File: config.mk
export PLATFORM = sky130hd
export DESIGN_NAME = vl_prefetch
export DESIGN_NICKNAME = d
export VERILOG_FILES = /design/src/rtl/pf_pkg.sv /design/src/rtl/pf_len_lut.sv /design/src/rtl/pf_pc_unit.sv /design/src/rtl/pf_assembler.sv /design/src/rtl/vl_prefetch.sv
export SDC_FILE = /design/constraint.sdc
export NUM_CORES = 1
export LEC_CHECK = 0
export ABC_AREA = 1
export ABC_CLOCK_PERIOD_IN_PS = 3200
export BUFFER_PORTS_ARGS = -buffer_cell sky130_fd_sc_hd__buf_2
export CAP_MARGIN = 40
export CORE_MARGIN = 1.5
export CORE_UTILIZATION = 35
export DETAILED_ROUTE_END_ITERATION = 10
export PLACE_DENSITY_LB_ADDON = 0.25
export SYNTH_ARGS = -nofsm -noshare
export SYNTH_HDL_FRONTEND = slang
export SYNTH_SLANG_ARGS = --single-unit
File: constraint.sdc
create_clock -name clk -period 3.2 [get_ports clk]
set_clock_uncertainty 0.05 [all_clocks]
set_input_delay 0.32 -clock clk [delete_from_list [all_inputs] [get_ports clk]]
set_output_delay 0.32 -clock clk [all_outputs]
set_load 0.01 [all_outputs]
File: src/rtl/pf_pkg.sv
// Shared definitions for the variable-length prefetch unit.
// Assumes: nothing beyond the types declared here.
package pf_pkg;

    // Collection state of the fetch sequencer
    typedef enum logic [1:0] {
        PF_START   = 2'd0,   // request an opcode at the current address
        PF_COLLECT = 2'd1,   // opcode and operand bytes are arriving
        PF_HOLD    = 2'd2    // complete instruction offered downstream
    } pf_state_e;

endpackage

File: src/rtl/pf_len_lut.sv
// Partial decode: maps the low opcode bits to an instruction length.
// Assumes: LEN_MAP holds one CODE_W-bit code per selector value, entry n at
// bits [n*CODE_W +: CODE_W]; the length is code + 1.
module pf_len_lut #(
    parameter int MAX_BYTES = 4,
    parameter int SEL_W     = 4,
    parameter int CODE_W    = $clog2(MAX_BYTES),
    parameter int LEN_W     = $clog2(MAX_BYTES + 1),
    parameter logic [(2**SEL_W)*CODE_W-1:0] LEN_MAP = 32'hE4E4_E4E4
) (
    input  logic [SEL_W-1:0] sel_i,
    output logic [LEN_W-1:0] len_o
);

    logic [CODE_W-1:0] code;

    // Table lookup followed by the +1 bias
    always_comb begin
        code  = LEN_MAP[int'(sel_i) * CODE_W +: CODE_W];
        len_o = LEN_W'(code) + LEN_W'(1);
    end

endmodule

File: src/rtl/pf_pc_unit.sv
// Fetch address register with a relative-target adder.
// Assumes: step_i and redir_i may both be high; the redirect wins.
// The relative base is the address after the last accepted instruction.
module pf_pc_unit #(
    parameter int ADDR_W     = 16,
    parameter int LEN_W      = 3,
    parameter int DISP_W     = 8,
    parameter logic [ADDR_W-1:0] RESET_ADDR = 16'h0040
) (
    input  logic              clk,
    input  logic              rst_n,
    input  logic              step_i,
    input  logic              retire_i,
    input  logic [ADDR_W-1:0] retire_pc_i,
    input  logic [LEN_W-1:0]  retire_len_i,
    input  logic              redir_i,
    input  logic              redir_rel_i,
    input  logic [ADDR_W-1:0] redir_arg_i,
    output logic [ADDR_W-1:0] pc_o
);

    logic [ADDR_W-1:0] pc_q;
    logic [ADDR_W-1:0] base_q;
    logic [ADDR_W-1:0] disp_ext;
    logic [ADDR_W-1:0] target;

    // Sign-extend the displacement and choose the jump target
    always_comb begin
        disp_ext = {{(ADDR_W-DISP_W){redir_arg_i[DISP_W-1]}}, redir_arg_i[DISP_W-1:0]};
        target   = redir_rel_i ? (base_q + disp_ext) : redir_arg_i;
    end

    // Fetch address: reset value, redirect target, or step by one byte
    always_ff @(posedge clk) begin
        if (!rst_n)       pc_q <= RESET_ADDR;
        else if (redir_i) pc_q <= target;
        else if (step_i)  pc_q <= pc_q + ADDR_W'(1);
    end

    // Relative base: address that follows the instruction just accepted
    always_ff @(posedge clk) begin
        if (!rst_n)        base_q <= RESET_ADDR;
        else if (retire_i) base_q <= retire_pc_i + ADDR_W'(retire_len_i);
    end

    assign pc_o = pc_q;

endmodule

File: src/rtl/pf_assembler.sv
// Collects opcode and operand bytes into the hand-over register.
// Assumes: index 0 is the opcode and clears all operand slots; indices
// 1..MAX_BYTES-1 fill the operand slots in order.
module pf_assembler #(
    parameter int DATA_W    = 8,
    parameter int MAX_BYTES = 4,
    parameter int ADDR_W    = 16,
    parameter int IDX_W     = $clog2(MAX_BYTES)
) (
    input  logic                              clk,
    input  logic                              rst_n,
    input  logic                              open_i,
    input  logic [ADDR_W-1:0]                 open_pc_i,
    input  logic                              cap_i,
    input  logic [IDX_W-1:0]                  cap_idx_i,
    input  logic [DATA_W-1:0]                 cap_byte_i,
    output logic [DATA_W-1:0]                 op_o,
    output logic [(MAX_BYTES-1)*DATA_W-1:0]   args_o,
    output logic [ADDR_W-1:0]                 pc_o
);

    logic [DATA_W-1:0]                   op_q;
    logic [ADDR_W-1:0]                   pc_q;
    logic [MAX_BYTES-2:0][DATA_W-1:0]    slot_q;

    // Opcode byte register
    always_ff @(posedge clk) begin
        if (!rst_n)                          op_q <= '0;
        else if (cap_i && cap_idx_i == '0)   op_q <= cap_byte_i;
    end

    // Address of the opcode, latched when its read is issued
    always_ff @(posedge clk) begin
        if (!rst_n)      pc_q <= '0;
        else if (open_i) pc_q <= open_pc_i;
    end

    for (genvar g = 0; g < MAX_BYTES - 1; g++) begin : g_slot
        // Operand slot g: cleared by a new opcode, loaded by its own index
        always_ff @(posedge clk) begin
            if (!rst_n)                                   slot_q[g] <= '0;
            else if (cap_i && cap_idx_i == '0)            slot_q[g] <= '0;
            else if (cap_i && cap_idx_i == IDX_W'(g + 1)) slot_q[g] <= cap_byte_i;
        end
    end

    assign op_o   = op_q;
    assign args_o = slot_q;
    assign pc_o   = pc_q;

endmodule

File: src/rtl/vl_prefetch.sv
// Variable-length instruction prefetch: one byte read per clock, length
// from the opcode, complete instruction offered by valid/ready, and the next
// opcode read issued in the same cycle the current one is accepted.
// Assumes: program memory answers one cycle after each request, and the
// engine raises ready only when it can start a new instruction.
module vl_prefetch #(
    parameter int ADDR_W    = 16,
    parameter int DATA_W    = 8,
    parameter int MAX_BYTES = 4,
    parameter int SEL_W     = 4,
    parameter logic [ADDR_W-1:0] RESET_ADDR = 16'h0040,
    parameter logic [(2**SEL_W)*$clog2(MAX_BYTES)-1:0] LEN_MAP = 32'hE4E4_E4E4
) (
    input  logic                             clk,
    input  logic                             rst_n,
    output logic                             mem_rd_o,
    output logic [ADDR_W-1:0]                mem_addr_o,
    input  logic [DATA_W-1:0]                mem_rdata_i,
    input  logic                             redir_i,
    input  logic                             redir_rel_i,
    input  logic [ADDR_W-1:0]                redir_arg_i,
    output logic                             insn_valid_o,
    input  logic                             insn_ready_i,
    output logic [DATA_W-1:0]                insn_op_o,
    output logic [(MAX_BYTES-1)*DATA_W-1:0]  insn_args_o,
    output logic [$clog2(MAX_BYTES+1)-1:0]   insn_len_o,
    output logic [ADDR_W-1:0]                insn_pc_o,
    output logic                             stall_o
);
    import pf_pkg::*;

    localparam int CODE_W = $clog2(MAX_BYTES);
    localparam int LEN_W  = $clog2(MAX_BYTES + 1);

    pf_state_e          state_q;
    logic [LEN_W-1:0]   req_cnt_q;
    logic               infl_q;
    logic [CODE_W-1:0]  infl_idx_q;
    logic [LEN_W-1:0]   len_q;

    logic [LEN_W-1:0]   lut_len;
    logic [LEN_W-1:0]   len_now;
    logic               first_arr;
    logic               take;
    logic               open_new;
    logic               more;
    logic               fetch;
    logic               last;
    logic [ADDR_W-1:0]  pc;

    pf_len_lut #(
        .MAX_BYTES (MAX_BYTES),
        .SEL_W     (SEL_W),
        .CODE_W    (CODE_W),
        .LEN_W     (LEN_W),
        .LEN_MAP   (LEN_MAP)
    ) u_lut (
        .sel_i (mem_rdata_i[SEL_W-1:0]),
        .len_o (lut_len)
    );

    // Request and completion decisions for this cycle
    always_comb begin
        first_arr = infl_q && (infl_idx_q == '0);
        len_now   = first_arr ? lut_len : len_q;
        take      = (state_q == PF_HOLD) && insn_ready_i;
        open_new  = !redir_i && ((state_q == PF_START) || take);
        more      = !redir_i && (state_q == PF_COLLECT) && (req_cnt_q < len_now);
        fetch     = open_new || more;
        last      = (state_q == PF_COLLECT) && infl_q &&
                    ((LEN_W'(infl_idx_q) + LEN_W'(1)) == len_now);
    end

    // Sequencer state: redirect restarts, last byte offers, acceptance refetches
    always_ff @(posedge clk) begin
        if (!rst_n) begin
            state_q <= PF_START;
        end else if (redir_i) begin
            state_q <= PF_START;
        end else begin
            case (state_q)
                PF_START:   state_q <= PF_COLLECT;
                PF_COLLECT: if (last) state_q <= PF_HOLD;
                PF_HOLD:    if (take) state_q <= PF_COLLECT;
                default:    state_q <= PF_START;
            endcase
        end
    end

    // Byte counters: how many reads issued, which one is in flight
    always_ff @(posedge clk) begin
        if (!rst_n) begin
            req_cnt_q  <= '0;
            infl_q     <= 1'b0;
            infl_idx_q <= '0;
        end else begin
            infl_q     <= fetch;
            infl_idx_q <= open_new ? '0 : req_cnt_q[CODE_W-1:0];
            if (open_new)  req_cnt_q <= LEN_W'(1);
            else if (more) req_cnt_q <= req_cnt_q + LEN_W'(1);
        end
    end

    // Length of the instruction being collected, fixed by its opcode
    always_ff @(posedge clk) begin
        if (!rst_n)                      len_q <= '0;
        else if (first_arr && !redir_i)  len_q <= lut_len;
    end

    pf_pc_unit #(
        .ADDR_W     (ADDR_W),
        .LEN_W      (LEN_W),
        .DISP_W     (DATA_W),
        .RESET_ADDR (RESET_ADDR)
    ) u_pc (
        .clk          (clk),
        .rst_n        (rst_n),
        .step_i       (fetch),
        .retire_i     (take),
        .retire_pc_i  (insn_pc_o),
        .retire_len_i (len_q),
        .redir_i      (redir_i),
        .redir_rel_i  (redir_rel_i),
        .redir_arg_i  (redir_arg_i),
        .pc_o         (pc)
    );

    pf_assembler #(
        .DATA_W    (DATA_W),
        .MAX_BYTES (MAX_BYTES),
        .ADDR_W    (ADDR_W),
        .IDX_W     (CODE_W)
    ) u_asm (
        .clk        (clk),
        .rst_n      (rst_n),
        .open_i     (open_new),
        .open_pc_i  (pc),
        .cap_i      (infl_q && !redir_i),
        .cap_idx_i  (infl_idx_q),
        .cap_byte_i (mem_rdata_i),
        .op_o       (insn_op_o),
        .args_o     (insn_args_o),
        .pc_o       (insn_pc_o)
    );

    assign mem_rd_o     = fetch;
    assign mem_addr_o   = pc;
    assign insn_valid_o = (state_q == PF_HOLD);
    assign insn_len_o   = len_q;
    assign stall_o      = insn_ready_i && !insn_valid_o;

endmodule

== After elaboration in Yosys (flattened, before gate mapping) ==
Index checks and enable logic that the tools add are counted.
Word-level totals
  bits in registers: 91
  latch bits: 0
  RAM bits: 0
  memory bits (read-only): 0
  bits of input ports: 29
  output and inout bits: 70
  word-level logic and storage cells: 65
  memories: 0
Operators by class
  $add $sub $neg: 6
  $mul: 0
  divide/modulo/power cells: 0
  magnitude comparators: 1
  eq/ne operators: 8
  shifts and indexed selects: 1
  mux-type cells: 9
  bitwise operators: 1
  reduce and logical (&&, ||, !) cells: 26
Operator list (count)
  2-to-1 mux 16 bit: 3
  indexed part select 32 x 6 -> 2 bit, first input constant: 1
  adder 16 x 1 -> 16 bit, second input constant: 1
  adder 16 bit: 1
  adder 16 x 3 -> 16 bit: 1
  logical AND 1 bit: 14
  adder 2 x 1 -> 3 bit, second input constant: 2
  equality test 2 bit, second input constant: 3
  one-hot mux 2 bit (3 select lines): 1
  OR reduction 2 bit: 3
  equality test 2 x 1 -> 1 bit, second input constant: 2
  zero test 2 bit: 2
  2-to-1 mux 2 bit: 2
  nonzero test 2 bit: 2
  adder 3 x 1 -> 3 bit, second input constant: 1
  equality test 3 bit: 1
  < comparator 3 bit: 1
  2-to-1 mux 3 bit: 1
  zero test 1 bit: 2
  logical OR 1 bit: 2
  2-to-1 mux 1 bit: 2
  != test 2 x 1 -> 1 bit, second input constant: 1
  != test 2 bit, second input constant: 1
  AND reduction 2 bit: 1
  NOT 1 bit: 1

== Depth between registers and ports, before layout ==
  depth in word-level cells: 8
  depth in mapped cells: 17
  mapped depth without buffers: 17

== Hierarchy ==
From an unflattened synthesis, not the netlist that was laid out.
Unflattened totals
  cell total of the unflattened synthesis: 854
  area total of the unflattened synthesis: 5652.9 um^2
Modules (own cells, without submodules)
  pf_pc_unit: times used 1, cells an instance 520, area each 3032.9 um^2, seq. area each 640.6 um^2
  pf_assembler: times used 1, cells an instance 225, area each 1876.8 um^2, seq. area each 960.9 um^2
  vl_prefetch: times used 1, cells an instance 107, area each 726.9 um^2, seq. area each 220.2 um^2
  pf_len_lut: times used 1, cells an instance 2, area each 16.3 um^2, seq. area each 0.0 um^2

== Least setup slack after synthesis ==
OpenSTA, ideal clock, no wires.
  path kind: register to register
  from: reg infl_idx_q[0]
  to: reg u_pc.pc_q[10] (netlist: u_pc.pc_o[10])
  library setup time: 115 ps
  arrival time: 2064 ps
  required time: 3035 ps
  setup slack: 971 ps
  cell stages (with the launch flop): 17
  path buffers: 1
  clock period less this slack: 2229 ps
  path through: dfxtp_1 inv_1 ha_1 nand2_1 inv_2 o21ai_0 inv_1 ha_1 nand2_1 inv_1 nand2_1 nand3_2 nand3_2 buf_6 nand2_1 a21oi_2 nor2_1
On the way
  cells in the longest elaborated chain, start to end: 7
RTL lines
  from (decl): RTL line vl_prefetch.sv:38  | logic [CODE_W-1:0] infl_idx_q;
  from (signal assigned): RTL line vl_prefetch.sv:98  | infl_idx_q <= open_new ? '0 : req_cnt_q[CODE_W-1:0];
  zero test 2 bit: RTL line vl_prefetch.sv:64  | first_arr = infl_q && (infl_idx_q == '0);
  logical AND 1 bit: RTL line vl_prefetch.sv:64
  2-to-1 mux 3 bit: RTL line vl_prefetch.sv:65  | len_now = first_arr ? lut_len : len_q;
  < comparator 3 bit: RTL line vl_prefetch.sv:68  | more = !redir_i && (state_q == PF_COLLECT) && (req_cnt_q < len_now);
  logical AND 1 bit: RTL line vl_prefetch.sv:68
  logical OR 1 bit: RTL line vl_prefetch.sv:69  | fetch = open_new || more;
  nonzero test 2 bit (no line)
  to (signal assigned): RTL line pf_pc_unit.sv:36  | else if (redir_i) pc_q <= target;
  to (signal assigned): RTL line pf_pc_unit.sv:37  | else if (step_i) pc_q <= pc_q + ADDR_W'(1);
  to (decl): RTL line pf_pc_unit.sv:22  | logic [ADDR_W-1:0] pc_q;
Every way passes these cells.
A chain may end at the register's enable or synchronous reset.

== Final worst setup path ==
  from: reg infl_idx_q[0]
  to: out mem_rd_o
On the way
  cells in the longest elaborated chain, start to end: 6
RTL lines
  zero test 2 bit: RTL line vl_prefetch.sv:64
  logical AND 1 bit: RTL line vl_prefetch.sv:64
  2-to-1 mux 3 bit: RTL line vl_prefetch.sv:65
  < comparator 3 bit: RTL line vl_prefetch.sv:68
  logical AND 1 bit: RTL line vl_prefetch.sv:68
  logical OR 1 bit: RTL line vl_prefetch.sv:69
  to (decl): RTL line vl_prefetch.sv:16  | output logic mem_rd_o,
Every way passes these cells.

==> key figures <==
Global route
  • Initial antenna violation count: 0
  • Largest net degree at the start of global routing: 32
  • Vias in the first global route: slightly below 5,000
  • First-pass GRT wire length: about 25,000 microns
  • Gr usage total: 0.194
  • Grt ovf: 0

Setup path
  • CP delay by family, top: simple AND/OR/NAND/NOR gates
  • Slowest-stage cell, CP: dfxtp_1
  • Critical R2R Capture: u_pc.pc_o[10]
  • R2R cell count: 16
  • Slowest stage delay, CP: approximately 0.37 ns
  • CP Data Required Time: roughly 2.8 ns
  • Startpoint Class: register
  • Critical Path Stages: 13
  • Crit Reg-Reg Startpoint: infl_idx_q[0]
  • Worst Setup End Kind: primary output
  • Setup Crit Path Kind: reg -> out
  • Critical path cell sequence: inv_1 -> ha_1 -> nand2_1 -> inv_2 -> o21ai_0 -> inv_1 -> ha_1 -> nand2_1 -> inv_1 -> nand2_1 -> nand3_2 -> nand2_1 -> buf_2
  • R2r setup slk: 0.48 ns
  • WP data arrival: 2.44 ns
  • Worst Path Buf+Inv: 5
  • CP Max Fanout: 8
  • Most used cell, CP: nand2_1

Routing
  • Residual DRC count: 0
  • Vias/cell: 4.89
  • Initial drt markers: 300
  • Final ANT Viol Nets: 0
  • Wire per inst: 13.9 microns
  • Routed wire length: between 15,000 and 20,000 microns
  • Initial DRT Pass Iterations: 5
  • Vias: ~5,600

Timing
  • # setup viols final: 0
  • Setup TNS: 0 ns
  • Max-slew violations: 0
  • Fmax: 0.356 GHz
  • Worst rel slew slack: 0.568
  • RSZ-0062 raised after global routing: false
  • Worst-Margin Slew: roughly 0.65 ns
  • Final hold vios: 0
  • Part of the cycle the worst path needs: 0.878
  • Tmin final: 2.81 ns

Layout
  • Share of post-route cells with drive strength above 1: 0.156
  • Total Nets Final: 980
  • Area Overhead vs Synth: 17.4%
  • Commonest non-fill, non-tap cells in the layout: 200 x nand2_1, 110 x inv_1, 98 x buf_2, 91 x dfxtp_1, 80 x nor2_1
  • N_diodes: 0
  • Commonest non-fill, non-tap cell in the layout: nand2_1

Synthesis
  • FFs w/ async S/R, synth: 0
  • FF+latch count, synth: slightly above 90
  • Yosys warns: 0
  • Post-Syn Instances: between 800 and 900
  • Post-synth top flop: dfxtp_1
  • Avg Cell Area, Syn: about 6.6 sq um
  • Number of library cell types mapped by synthesis: 42
  • EDFF count, synth: 0
  • Post-synth net total: around 900
  • Post-Syn Area: 5530 sq um
  • Seq/Total Area, Yosys: 0.329

Clocking
  • Hold_buf cts: 0
  • Post-CTS Resized: 0
  • Worst-case clock buffer depth: 2
  • Post-CTS Setup Bufs: 0
  • Number of H-tree levels: 3
  • Worst skew pair latency: ~0.35 ns
  • Clock transition at path regs: 0.07 ns
  • CTS root buf: clkbuf_16
  • CTS buffer count: 9
  • Clk sinks: between 90 and 100
  • CTS tree: done

Floorplan
  • Die X: around 130 microns
  • Die height: approximately 130 microns
  • I/O Pins: between 90 and 100
  • Starting density of the core: 0.361
  • Die area: between 15,000 and 20,000 sq um
  • Row count: between 40 and 50
  • Core Area: roughly 15,000 sq um

Hold path
  • Hold Path End: u_asm.op_o[7]
  • Hold path start: mem_rdata_i[7]
  • HP Class: in -> reg
  • Hold Path Depth: 3

Pwr
  • Peak VDD IR: 276 uV
  • Design Power: 2.77 mW
  • PD cells: approximately 430 nW/um^2
  • Leak Pwr: 3.19 nW

Job
  • MaxCap Viol Count: 0

Status
  • Status: complete, no violations

Placement
  • Routability cong.: about 0.87
  • Final HPWL DP: 11,900 microns
  • Port bufs: a little under 100
## per-layer routing
layer  share of wire  GRT usage  up-vias
li1                -          -     2898
met1            0.48      0.269     2524
met2            0.47      0.322      129
met3           0.042     0.0304        9
met4          0.0093     0.0377        0
met5               0          0        -
## kinds of logic after synthesis
logic type / Yosys count / synth area share
and+or+nand+nor: 396 / 0.317
AOI/OAI and AO/OA: 158 / 0.154
adders and majority gates: 29 / 0.0683
buffers and inverters: 151 / 0.111
DFF: 91 / 0.329
xor gates and xnor gates: 13 / 0.0206
## worst register-to-register path: cells and delay by family, from the launching register on
kind	cells	cell delay [ns]
AO/OA/AOI/OAI	2	0.36
adder cells (fa/ha/maj)	2	0.47
buffers and inverters	5	0.54
flip-flops	1	0.37
AND/OR/NAND/NOR	7	0.85
## Yosys cell counts, types with 9 or more instances
| library cell | instances | area [sq um] |
|---|---|---|
| o21ai_0 | 46 | 230 |
| dfxtp_1 | 91 | 1820 |
| nand4_1 | 32 | 200 |
| xor2_1 | 9 | 78.8 |
| o21ai_1 | 15 | 75.1 |
| nand3_1 | 54 | 270 |
| a21oi_1 | 76 | 380 |
| nand2_1 | 200 | 751 |
| nor2_1 | 80 | 300 |
| inv_1 | 110 | 413 |
| clkbuf_1 | 15 | 56.3 |
| ha_1 | 27 | 338 |
| nor3_1 | 11 | 55.1 |
## flip-flops by register name, summed over array words and instances (netlist names)
name,cells
insn_len_o,3
u_asm.op_o,8
infl_q,1
infl_idx_q,2
req_cnt_q,3
state_q,2
u_asm.pc_o,16
u_pc.base_q,16
u_pc.pc_o,16
u_asm.args_o,24
## power by group
part           total (mW)  internal, mW  switching (mW)  leakage (nW)
sequential           1.24          1.18          0.0612         0.742
combinational       0.418         0.146           0.272          2.29
clock                1.11         0.620           0.490         0.152
## how the worst max path moves through the flow
stage	from	to
2_1_floorplan	infl_idx_q[0]	u_pc.pc_o[10]
3_3_place_gp	infl_idx_q[0]	u_pc.pc_o[10]
3_5_place_dp	infl_idx_q[0]	u_pc.pc_o[10]
4_1_cts	infl_idx_q[0]	mem_rd_o
5_1_grt	infl_idx_q[0]	mem_rd_o
6_report	infl_idx_q[0]	mem_rd_o
## per-stage QoR
| stage | setup WS, ns | instance area [sq um] | hold WS [ns] | utilization | instances |
|---|---|---|---|---|---|
| global route | 0.136 | 6500 | 0.221 | 0.424 | 1138 |
| detailed placement | 0.509 | 6190 | 0.403 | 0.404 | 1122 |
| CTS | 0.393 | 6500 | 0.213 | 0.424 | 1138 |
| finish | 0.390 | 6500 | 0.229 | 0.424 | 1138 |
| floorplan | 0.971 | 5530 | 0.360 | - | 838 |
| global placement | 0.601 | 6170 | 0.403 | 0.403 | 1121 |
## cell type report
type	count	area (sq um)
Inverter	118	445
Timing Repair Buffer	106	558
Sequential cell	91	1820
Tap cell	211	264
Clock buffer	9	225
Clock inverter	7	85.1
Multi-Input combinational cell	596	3100
Fill cell	1646	8820
Power figures use the tool's default switching activity.
